`config.mk`:
```
export PLATFORM = sky130hd
export DESIGN_NAME = exec_count_brk
export DESIGN_NICKNAME = d
export VERILOG_FILES = /design/src/rtl/ecb_pkg.sv /design/src/rtl/ecb_fire_logic.sv /design/src/rtl/ecb_count_reg.sv /design/src/rtl/ecb_brk_pulse.sv /design/src/rtl/exec_count_brk.sv
export SDC_FILE = /design/constraint.sdc
export NUM_CORES = 1
export LEC_CHECK = 0
export BUFFER_PORTS_ARGS = -buffer_cell sky130_fd_sc_hd__buf_2
export CAP_MARGIN = 20
export CORE_AREA = 8 8 65 67
export DETAILED_ROUTE_END_ITERATION = 16
export DIE_AREA = 0 0 73 75
export GPL_ROUTABILITY_DRIVEN = 1
export MAX_ROUTING_LAYER = met4
export PLACE_DENSITY_LB_ADDON = 0.1
export SETUP_SLACK_MARGIN = 0.4
export SYNTH_ARGS = -nofsm -noshare
export SYNTH_HDL_FRONTEND = slang
export SYNTH_HIERARCHICAL = 1
export SYNTH_SLANG_ARGS = --single-unit
```
`constraint.sdc`:
```
create_clock -name clk -period 2.35 [get_ports clk]
set_input_delay 0.47 -clock clk [delete_from_list [all_inputs] [get_ports clk]]
set_output_delay 0.47 -clock clk [all_outputs]
set_load 0.01 [all_outputs]
```
`src/rtl/ecb_pkg.sv`:
```
package ecb_pkg;
  typedef enum logic [1:0] {
    ACT_HOLD = 2'd0,
    ACT_LOAD = 2'd1,
    ACT_DEC  = 2'd2
  } cnt_act_e;
endpackage

```
`src/rtl/ecb_fire_logic.sv`:
```
module ecb_fire_logic
  import ecb_pkg::*;
#(
  parameter int CNT_W = 12
) (
  input  logic [CNT_W-1:0] cnt,
  input  logic             match_i,
  input  logic             cnt_en,
  input  logic             wr_en,
  output cnt_act_e         act,
  output logic             fire
);
  // count of 0 or 1: the terminal region
  logic at_floor;

  always_comb begin
    at_floor = (cnt[CNT_W-1:1] == '0);
    fire     = match_i && (!cnt_en || at_floor);
    if (wr_en)
      act = ACT_LOAD;
    else if (match_i && cnt_en && !at_floor)
      act = ACT_DEC;
    else
      act = ACT_HOLD;
  end
endmodule

```
`src/rtl/ecb_count_reg.sv`:
```
module ecb_count_reg
  import ecb_pkg::*;
#(
  parameter int CNT_W = 12
) (
  input  logic             clk,
  input  logic             rst,
  input  cnt_act_e         act,
  input  logic [CNT_W-1:0] load_val,
  output logic [CNT_W-1:0] cnt_q
);
  always_ff @(posedge clk) begin
    if (rst) begin
      cnt_q <= '0;
    end else begin
      unique case (act)
        ACT_LOAD: cnt_q <= load_val;
        ACT_DEC:  cnt_q <= cnt_q - CNT_W'(1);
        default:  cnt_q <= cnt_q;
      endcase
    end
  end


  dec_step_chk: assert property (@(posedge clk) disable iff (rst)
    act == ACT_DEC |=> cnt_q == $past(cnt_q) - CNT_W'(1));


  load_take_chk: assert property (@(posedge clk) disable iff (rst)
    act == ACT_LOAD |=> cnt_q == $past(load_val));
endmodule

```
`src/rtl/ecb_brk_pulse.sv`:
```
module ecb_brk_pulse (
  input  logic clk,
  input  logic rst,
  input  logic fire,
  output logic brk_q
);
  always_ff @(posedge clk) begin
    if (rst) brk_q <= 1'b0;
    else     brk_q <= fire;
  end
endmodule

```
`src/rtl/exec_count_brk.sv`:
```
module exec_count_brk
  import ecb_pkg::*;
#(
  parameter int REG_W = 16,
  parameter int CNT_W = 12
) (
  input  logic             clk,
  input  logic             rst,
  input  logic             cnt_en,
  input  logic             match_i,
  input  logic             wr_en,
  input  logic [REG_W-1:0] wdata,
  output logic [REG_W-1:0] rdata,
  output logic             brk_o
);
  localparam int PAD_W = REG_W - CNT_W;

  cnt_act_e         act;
  logic             fire;
  logic [CNT_W-1:0] cnt_q;

  ecb_fire_logic #(.CNT_W(CNT_W)) i_fire (
    .cnt     (cnt_q),
    .match_i (match_i),
    .cnt_en  (cnt_en),
    .wr_en   (wr_en),
    .act     (act),
    .fire    (fire)
  );

  ecb_count_reg #(.CNT_W(CNT_W)) i_cnt (
    .clk      (clk),
    .rst      (rst),
    .act      (act),
    .load_val (wdata[CNT_W-1:0]),
    .cnt_q    (cnt_q)
  );

  ecb_brk_pulse i_pulse (
    .clk   (clk),
    .rst   (rst),
    .fire  (fire),
    .brk_q (brk_o)
  );

  generate
    if (PAD_W > 0) begin : g_pad
      assign rdata = {{PAD_W{1'b0}}, cnt_q};
    end else begin : g_nopad
      assign rdata = cnt_q[REG_W-1:0];
    end
  endgenerate


  brk_needs_match_chk: assert property (@(posedge clk) disable iff (rst)
    brk_o |-> $past(match_i));


  hold_at_one_chk: assert property (@(posedge clk) disable iff (rst)
    (match_i && cnt_en && !wr_en && cnt_q == CNT_W'(1))
      |=> (brk_o && cnt_q == CNT_W'(1)));


  zero_fires_chk: assert property (@(posedge clk) disable iff (rst)
    (match_i && cnt_en && !wr_en && cnt_q == '0) |=> (brk_o && cnt_q == '0));


  mode_off_chk: assert property (@(posedge clk) disable iff (rst)
    (match_i && !cnt_en && !wr_en) |=> (brk_o && $stable(cnt_q)));


  write_wins_chk: assert property (@(posedge clk) disable iff (rst)
    (wr_en && match_i) |=> cnt_q == $past(wdata[CNT_W-1:0]));
endmodule

```
Word level (Yosys, flattened, before mapping)
Cells that the tools add are included.
Widths: inputs -> output; s select.
{"block": "totals", "ff_bits": 13, "in_bits": 21, "output_inout_bits": 17, "elab_cells": 16}
{"block": "classes", "n_addsub": 1, "n_eq_ne": 2, "n_mux": 3, "n_reduce_logical": 8}
{"cell": "$pmux 12 s2", "count": 1}
{"cell": "$sub 12x1->12 const B", "count": 1}
{"cell": "$logic_not 11->1", "count": 1}
{"cell": "$mux 2", "count": 2}
{"cell": "$logic_and 1x1->1", "count": 3}
{"cell": "$eq 2x1->1 const B", "count": 1}
{"cell": "$eq 2x2->1 const B", "count": 1}
{"cell": "$logic_not 1->1", "count": 2}
{"cell": "$reduce_bool 2->1", "count": 1}
{"cell": "$logic_or 1x1->1", "count": 1}

Longest topological paths before layout
Gate-level depths: netlist (run 1).
{"block": "depth", "depth_word": 7, "ltp_mapped": 10, "mapped_depth_nobuf": 8}

By module
Netlist (run 1), hierarchy kept.
{"module": "ecb_count_reg", "n_inst": 1, "cells_each": 102, "area_each_um2": 795.8, "seq_area_each_um2": 240.2}
{"module": "ecb_fire_logic", "n_inst": 1, "cells_each": 7, "area_each_um2": 47.5, "seq_area_each_um2": 0.0}
{"module": "ecb_brk_pulse", "n_inst": 1, "cells_each": 2, "area_each_um2": 33.8, "seq_area_each_um2": 20.0}
{"module": "exec_count_brk", "n_inst": 1, "cells_each": 5, "area_each_um2": 33.8, "seq_area_each_um2": 0.0}

Worst setup path before layout (run 1)
OpenSTA, ideal clock, no wires.
{"block": "synth_path", "kind": "flip-flop to flip-flop", "startpoint": "register i_cnt.cnt_q[2]", "endpoint": "register i_cnt.cnt_q[0]", "setup_time_ns": 0.128, "arrival_ns": 1.970, "required_time_ns": 2.222, "setup_slack_ns": 0.253, "path_stages_with_launch": 9, "n_path_buf": 1, "period_less_slack_ns": 2.097, "cell_sequence": "dfxtp_1 -> nor4_1 -> nand3_1 -> and4b_1 -> ha_1 -> clkbuf_1 -> nor2_1 -> a221oi_1 -> nor2_1"}
{"block": "synth_between", "elab_chain_len": 7, "elab_cells_between_ends": 9, "classes_between": "2 x eq/ne; 3 x mux; 4 x reduce/logical"}
{"element": "start, declared", "line": "ecb_count_reg.sv:10", "source": "output logic [CNT_W-1:0] cnt_q"}
{"element": "start signal, assigned", "line": "ecb_count_reg.sv:17", "source": "ACT_LOAD: cnt_q <= load_val;"}
{"element": "start signal, assigned", "line": "ecb_count_reg.sv:18", "source": "ACT_DEC: cnt_q <= cnt_q - CNT_W'(1);"}
{"element": "start signal, assigned", "line": "ecb_count_reg.sv:19", "source": "default: cnt_q <= cnt_q;"}
{"element": "$logic_not 11->1 *", "line": "ecb_fire_logic.sv:17", "source": "at_floor = (cnt[CNT_W-1:1] == '0);"}
{"element": "$logic_not 1->1 *", "line": "ecb_fire_logic.sv:21", "source": "else if (match_i && cnt_en && !at_floor)"}
{"element": "$logic_and 1x1->1 *", "line": "ecb_fire_logic.sv:21"}
{"element": "$mux 2 *", "line": "ecb_fire_logic.sv:21"}
{"element": "$mux 2 *", "line": "ecb_fire_logic.sv:19", "source": "if (wr_en)"}
{"element": "via act[1]", "line": "exec_count_brk.sv:18", "source": "cnt_act_e act;"}
{"element": "$eq 2x2->1 / $eq 2x1->1 (equally long branches)", "line": "ecb_count_reg.sv:16", "source": "unique case (act)"}
{"element": "$pmux 12 s2 / $reduce_bool 2->1 (equally long branches)"}
The timed path passes the listed nets; every way through them passes the cells marked *.
A chain may end at the register's enable or synchronous reset.

Final worst setup path (run 1)
{"block": "layout_path", "startpoint": "register i_cnt.cnt_q[9]", "endpoint": "register i_pulse.brk_q"}
{"block": "layout_between", "elab_chain_len": 3}
{"element": "$logic_not 11->1", "line": "ecb_fire_logic.sv:17"}
{"element": "$logic_or 1x1->1", "line": "ecb_fire_logic.sv:18", "source": "fire = match_i && (!cnt_en || at_floor);"}
{"element": "$logic_and 1x1->1", "line": "ecb_fire_logic.sv:18"}
{"element": "via fire", "line": "exec_count_brk.sv:19", "source": "logic fire;"}
{"element": "end signal, assigned", "line": "ecb_brk_pulse.sv:9", "source": "else brk_q <= fire;"}
{"element": "end, declared", "line": "ecb_brk_pulse.sv:5", "source": "output logic brk_q"}
The timed path passes the listed nets, and every way through them passes these cells.

==> qor.csv, run 1 <==
metric,value,unit
clk buf depth,2,
CTS sink cnt,13,
WP data arrival,2.25,ns
vias in the first global route,1109,
power per cell area,520.6,mW/mm²
drt via density,4.976,
Antenna Nets Post-Route,0,
Clk pwr share,0.204,
Worst-Skew Late Latency,0.28,ns
CP endpoint kind,flop,
H-tree levels,1,
Post-Syn Instances,116,
RR Endpoint,i_pulse/brk_q,
Post-synth top flop,dfxtp_1,
Switching Fraction,0.3572,
Avg Inst Size Synth,7.852,µm²
sw power,0.2646,mW
ANT cells,0,
CTS tree,built,
fin crit share,0.8617,
first-pass GRT wire length,5230,µm
slew margin rel.,0.5453,
I/O pin cnt,38,
post-synth top area cell,dfxtp_1,
Logic pwr share,0.438,
Reg2Reg Depth,13,
# setup viols final,0,
most frequent cell after synthesis,dfxtp_1,
RR Startpoint,i_cnt/cnt_q[9],
Chip Width,73,µm
fill count,347,
CORE AREA,0.003232,mm²
Post-synth ARST share,0,
Area contributors post-synth,"dfxtp_1 (29%), a21oi_1 (4.9%), nor2b_1 (4.8%), nor2_1 (4.5%), a31oi_1 (4.1%)",
RSZ-0062 raised after global routing,yes,
hold depth,3,
R2R Setup Slk,0.32,ns
Synth-to-Final Area Change,56.18,%
P_int,0.4761,mW
"Hold-fix buffers, CTS",0,
Max VDD drop,0.0002392,V
Crit Path Category,flop to flop,
dpl hpwl,1944,µm
max-cap violation count,0,
clk_skew,0.002847,ns
GP Congestion,0.7723,
worst slack at placement,0.2523,ns
Row Count,21,
top cell type's share of synthesized area,0.2857,
critical path required time,2.58,ns
share of layout cells above drive strength 1,0.4969,
status,finished clean,
DIE HEIGHT,75,µm
"Hold Vio Cnt, Final",0,
Min-Delay Path Class,primary input to flop,
Slew @ Worst Pin,0.6757,ns
initial core utilization,0.2818,
Total Die Area,0.005475,mm²
hold_sp,wdata[0],
sequential group share of total power,0.359,
yosys warns,6,
Hold Path Sink,i_cnt/cnt_q[0],
Startpoint Class,flop,
post-layout min period,2.025,ns
Pins Over Slew Limit,0,
initial antenna violation count,0,
drt drc,0,
synth cell count leaders,"dfxtp_1 (13), nor2_1 (11), a21oi_1 (9), inv_1 (9), nor2b_1 (7)",
leak pwr,0.6169,nW
DR iter-0 viols,45,
DRT Wirelength,3105,µm
"critical path fanouts, max",5,
global route overflow,0,
PortBufs,29,
final worst slack,0.3249,ns
GR Util All Layers,0.1268,
routed wire length per instance,14.86,µm
library cells used by synthesis,39,
"EDFF count, synth",0,
largest net degree at the start of global routing,16,
clock buffer count from CTS,3,
post-route setup TNS,0,ns
Max Clk Rate,493.8,MHz
clock root cell,clkbuf_4,
first-pass iteration count of the detailed router,4,
Synth Register Bits,13,
Clock transition at path regs,0.09,ns
synthesized area,910.9,µm²
"Seq/Total Area, Yosys",0.2857,
Nets,187,
vias,1040,
-- sequential cells by signal (all words and copies together), names as in the netlist --
register and count:
i_cnt/cnt_q 12, i_pulse/brk_q 1
-- cells by family after synthesis --
logic type	count (synthesis)	synth area share
AO/OA/AOI/OAI	34	0.2514
adder cells (fa/ha/maj)	2	0.02747
buffers and inverters	20	0.1071
flip-flops	13	0.2857
multiplexers	2	0.02198
other	1	0.004117
AND/OR/NAND/NOR	44	0.3022
-- worst max-delay path by stage --
| stage | to | cells after the start | slack (ns) | from |
|---|---|---|---|---|
| after floorplan | i_cnt/cnt_q[8] | 10 | 0.40 | i_cnt/cnt_q[8] |
| after global placement | i_cnt/cnt_q[10] | 8 | 0.24 | i_cnt/cnt_q[8] |
| after detailed placement | i_cnt/cnt_q[10] | 8 | 0.25 | i_cnt/cnt_q[8] |
| after CTS | i_cnt/cnt_q[10] | 9 | 0.34 | i_cnt/cnt_q[2] |
| after global routing | i_pulse/brk_q | 13 | 0.24 | i_cnt/cnt_q[9] |
| final | i_pulse/brk_q | 13 | 0.32 | i_cnt/cnt_q[9] |
-- through the flow --
| step | utilization | hold WS [ns] | cells | total power, mW | instance area [µm²] |
|---|---|---|---|---|---|
| global placement | 0.3399 | 0.5207 | 185 | 0.4839 | 1099 |
| finish | 0.4402 | 0.4291 | 209 | 0.7407 | 1423 |
| detailed placement | 0.3399 | 0.5180 | 185 | 0.4852 | 1099 |
| global route | 0.4402 | 0.4260 | 209 | 0.7909 | 1423 |
| CTS | 0.4073 | 0.4343 | 207 | 0.7031 | 1316 |
| floorplan | - | 0.5283 | 119 | 0.4172 | 948.4 |
-- layout make-up --
class                      count  area [µm²]  area share
clock buffer                   4       26.28     0.01847
inverter                       9       33.78     0.02375
multi-input combinational     86       671.9      0.4723
sequential                    13       277.8      0.1953
tap                           46       57.56     0.04046
timing repair buffer          51       355.3      0.2498
-- worst max-delay path, cell delays in order (launching register included) --
cell      delay (ns)
dfxtp_4         0.38
nor4_4          0.27
nand3_2         0.11
buf_4           0.15
buf_6           0.10
buf_6           0.10
buf_6           0.10
buf_6           0.10
buf_6           0.10
buf_6           0.10
buf_6           0.10
buf_6           0.10
a21boi_2        0.11
nor2b_4         0.13
-- power by group through the flow --
stage               clock (mW)  combinational [mW]  sequential, mW
floorplan                    0               0.137           0.280
global placement             0               0.212           0.272
detailed placement           0               0.213           0.272
CTS                      0.156               0.286           0.261
global route             0.166               0.356           0.269
finish                   0.151               0.324           0.266
-- repair_timing --
| item | CTS | global route |
|---|---|---|
| buffers inserted | 18 | 2 |
| cloned | 0 | 0 |
| pin swaps | 12 | 13 |
| setup endpoints to repair | 7 | 13 |
| gates resized for setup | 18 | 21 |
-- per-layer routing --
metal,global-route usage,vias up,wire length (µm),part of all wire
met5,-,-,0,0
met4,0.04667,0,21,0.0068
met3,0.02397,2,143,0.046
met2,0.2145,29,1512,0.49
met1,0.1459,498,1428,0.46
li1,-,511,-,-
-- placed cells by master (no fill, tap or decap), types with 2 or more instances in the layout --
master and n:
nor2b_4 2, inv_1 9, nor2b_1 6, clkbuf_4 3, mux2i_1 2, and2_1 3, dfxtp_1 7, nor2_2 2
nand2_1 4, a31oi_1 6, a41oi_1 2, nor4_4 4, conb_1 4, buf_4 10, buf_6 12, buf_2 29
a21oi_1 9, o21ai_0 2, nor3b_2 2, dfxtp_2 2, o21a_1 2, nor2_1 9, o21ai_1 2, o32ai_1 3
dfxtp_4 4
(Power assumes the default switching activity.)
==> run 2: changes to the inputs <==
--- a/config.mk
+++ b/config.mk
@@ -12,7 +12,6 @@
 export DIE_AREA = 0 0 73 75
 export GPL_ROUTABILITY_DRIVEN = 1
 export MAX_ROUTING_LAYER = met4
-export PLACE_DENSITY_LB_ADDON = 0.1
 export SETUP_SLACK_MARGIN = 0.4
 export SYNTH_ARGS = -nofsm -noshare
 export SYNTH_HDL_FRONTEND = slang
==> qor.csv, run 2 (synthesized netlist as in run 1, its figures left out) <==
metric,value,unit,change
Max VDD drop,0.0003643,V,+52%
first-pass iteration count of the detailed router,4,,unchanged
"commonest non-fill, non-tap cell in the layout",buf_2,,
GR Util All Layers,0.1149,,-0.01188
GP Congestion,0.8699,,+13%
I/O pin cnt,38,,unchanged
leak pwr,0.5569,nW,-9.7%
clk buf depth,2,,unchanged
Synth-to-Final Area Change,43.27,%,
DR iter-0 viols,24,,-47%
Startpoint Class,flop,,
"Hold-fix buffers, CTS",0,,unchanged
global route overflow,0,,unchanged
R2R Setup Slk,0.32,ns,about the same
fin crit share,0.8627,,+0.0009179
initial core utilization,0.2818,,unchanged
slowest CP cell,dfxtp_2,,
hold_sp,wdata[0],,
drt via density,5.090,,+2.3%
RR Endpoint,i_cnt/cnt_q[10],,
Antenna Nets Post-Route,0,,unchanged
most frequent cells in the layout,"buf_2 (29), nor2_1 (10), inv_1 (9)",,
drt drc,0,,unchanged
Chip Width,73,µm,unchanged
Reg2Reg Depth,8,,-5
ANT cells,0,,unchanged
Max Clk Rate,493.3,MHz,-0.11%
Nets,177,,-5.3%
Placed Cells,183,,-1.1%
H-tree levels,1,,unchanged
routed wire length per instance,15.46,µm,+4.1%
WP data arrival,2.20,ns,-0.05 ns
max reg flops,12,,unchanged
max-cap violation count,0,,unchanged
CP endpoint kind,flop,,
Top Family by Delay on Critical Path,simple AND/OR/NAND/NOR gates,,
Clk pwr share,0.214,,+0.010
clk_skew,0.003818,ns,+0.0009710 ns
CTS tree,built,,
Worst path depth,8,,-5
sw power,0.2506,mW,-5.3%
fill count,339,,-2.3%
worst hold slack,0.4373,ns,+0.008184 ns
initial antenna violation count,0,,unchanged
# setup viols final,0,,unchanged
clock buffer count from CTS,3,,unchanged
Logic pwr share,0.380,,-0.058
DRT Wirelength,3077,µm,-0.90%
CORE AREA,0.003232,mm²,unchanged
power per cell area,526.3,mW/mm²,+1.1%
P_int,0.4362,mW,-8.4%
"critical path fanouts, max",7,,+2
Buf/Inv on CP,0,,-9
RSZ-0062 raised after global routing,yes,,
Clock transition at path regs,0.09,ns,about the same
clock root cell,clkbuf_4,,
CP max stage delay,0.35,ns,-0.03 ns
Largest regs,"i_cnt/cnt_q (12), i_pulse/brk_q (1)",,
Row Count,21,,unchanged
CTS sink cnt,13,,unchanged
post-route setup TNS,0,ns,unchanged
vias in the first global route,1002,,-9.6%
dpl hpwl,1901,µm,-2.2%
Crit Path Category,flop to flop,,
largest register by flop count,i_cnt/cnt_q,,
first-pass GRT wire length,4685,µm,-10%
share of layout cells above drive strength 1,0.4641,,-0.03288
critical path required time,2.52,ns,-0.06 ns
DIE HEIGHT,75,µm,unchanged
PortBufs,29,,unchanged
critical path cell sequence,nor4_4 > nand3_2 > and4b_1 > ha_4 > nor4_4 > a31oi_1 > a311oi_1 > nor2_1,,
Switching Fraction,0.3649,,+0.007729
CP most frequent cell,nor4_4,,
Slew @ Worst Pin,0.5271,ns,-0.1487 ns
Hold Path Sink,i_cnt/cnt_q[0],,
Total Die Area,0.005475,mm²,unchanged
Min-Delay Path Class,primary input to flop,,
fin cells,199,,-4.8%
sequential group share of total power,0.407,,+0.048
vias,1013,,-2.6%
"Hold Vio Cnt, Final",0,,unchanged
status,finished clean,,
Pins Over Slew Limit,0,,unchanged
largest net degree at the start of global routing,16,,unchanged
slew margin rel.,0.6454,,+0.1000
Worst-Skew Late Latency,0.29,ns,about the same
RR Startpoint,i_cnt/cnt_q[11],,
hold depth,3,,unchanged
post-layout min period,2.027,ns,+0.002157 ns
-- run 2: metal layers --
metal	GRT usage	up-vias	wire [µm]
li1	-	492	-
met1	0.1324	470	1317
met2	0.1807	47	1567
met3	0.03196	4	166
met4	0.05556	0	26
met5	-	-	0
-- run 2: cell type report --
class,count,area (µm²),area share
Inverter,9,33.78,0.02589
Sequential cell,13,279.0,0.2138
Clock buffer,4,26.28,0.02013
Timing Repair Buffer,41,250.2,0.1918
Multi-Input combinational cell,86,658.1,0.5043
Tap cell,46,57.56,0.04410
-- run 2: power groups by stage --
stage	registers, mW	clock network, mW	logic, mW
floorplan	0.280	0	0.137
global placement	0.277	0	0.195
detailed placement	0.278	0	0.198
CTS	0.274	0.157	0.232
global route	0.283	0.170	0.288
finish	0.279	0.147	0.261
-- run 2: worst max-delay path by stage --
stage                                from         endpoint  slack, ns
after floorplan            i_cnt/cnt_q[8]   i_cnt/cnt_q[8]       0.40
after global placement     i_cnt/cnt_q[8]  i_cnt/cnt_q[10]       0.32
after detailed placement   i_cnt/cnt_q[8]  i_cnt/cnt_q[10]       0.28
after CTS                 i_cnt/cnt_q[11]   i_cnt/cnt_q[0]       0.36
after global routing       i_cnt/cnt_q[8]  i_cnt/cnt_q[10]       0.21
final                     i_cnt/cnt_q[11]  i_cnt/cnt_q[10]       0.32
-- run 2: worst min-delay path, cell delays in order --
cell and delay [ns]:
buf_2 0.10, a221oi_2 0.05, nor2_1 0.07
-- run 2: metrics by stage --
step	util	power (mW)	instance area, µm²	worst slack (ns)
after detailed placement	0.3353	0.4760	1084	0.2825
after floorplan	-	0.4172	948.4	0.4022
after global placement	0.3353	0.4722	1084	0.3210
after global routing	0.4038	0.7403	1305	0.2053
final	0.4038	0.6868	1305	0.3228
after CTS	0.3751	0.6631	1212	0.3629
-- run 2: repair_timing --
item	4_1_cts	5_1_grt
gates resized for setup	13	16
buffers inserted	8	4
pin swaps	5	4
setup endpoints to repair	8	12
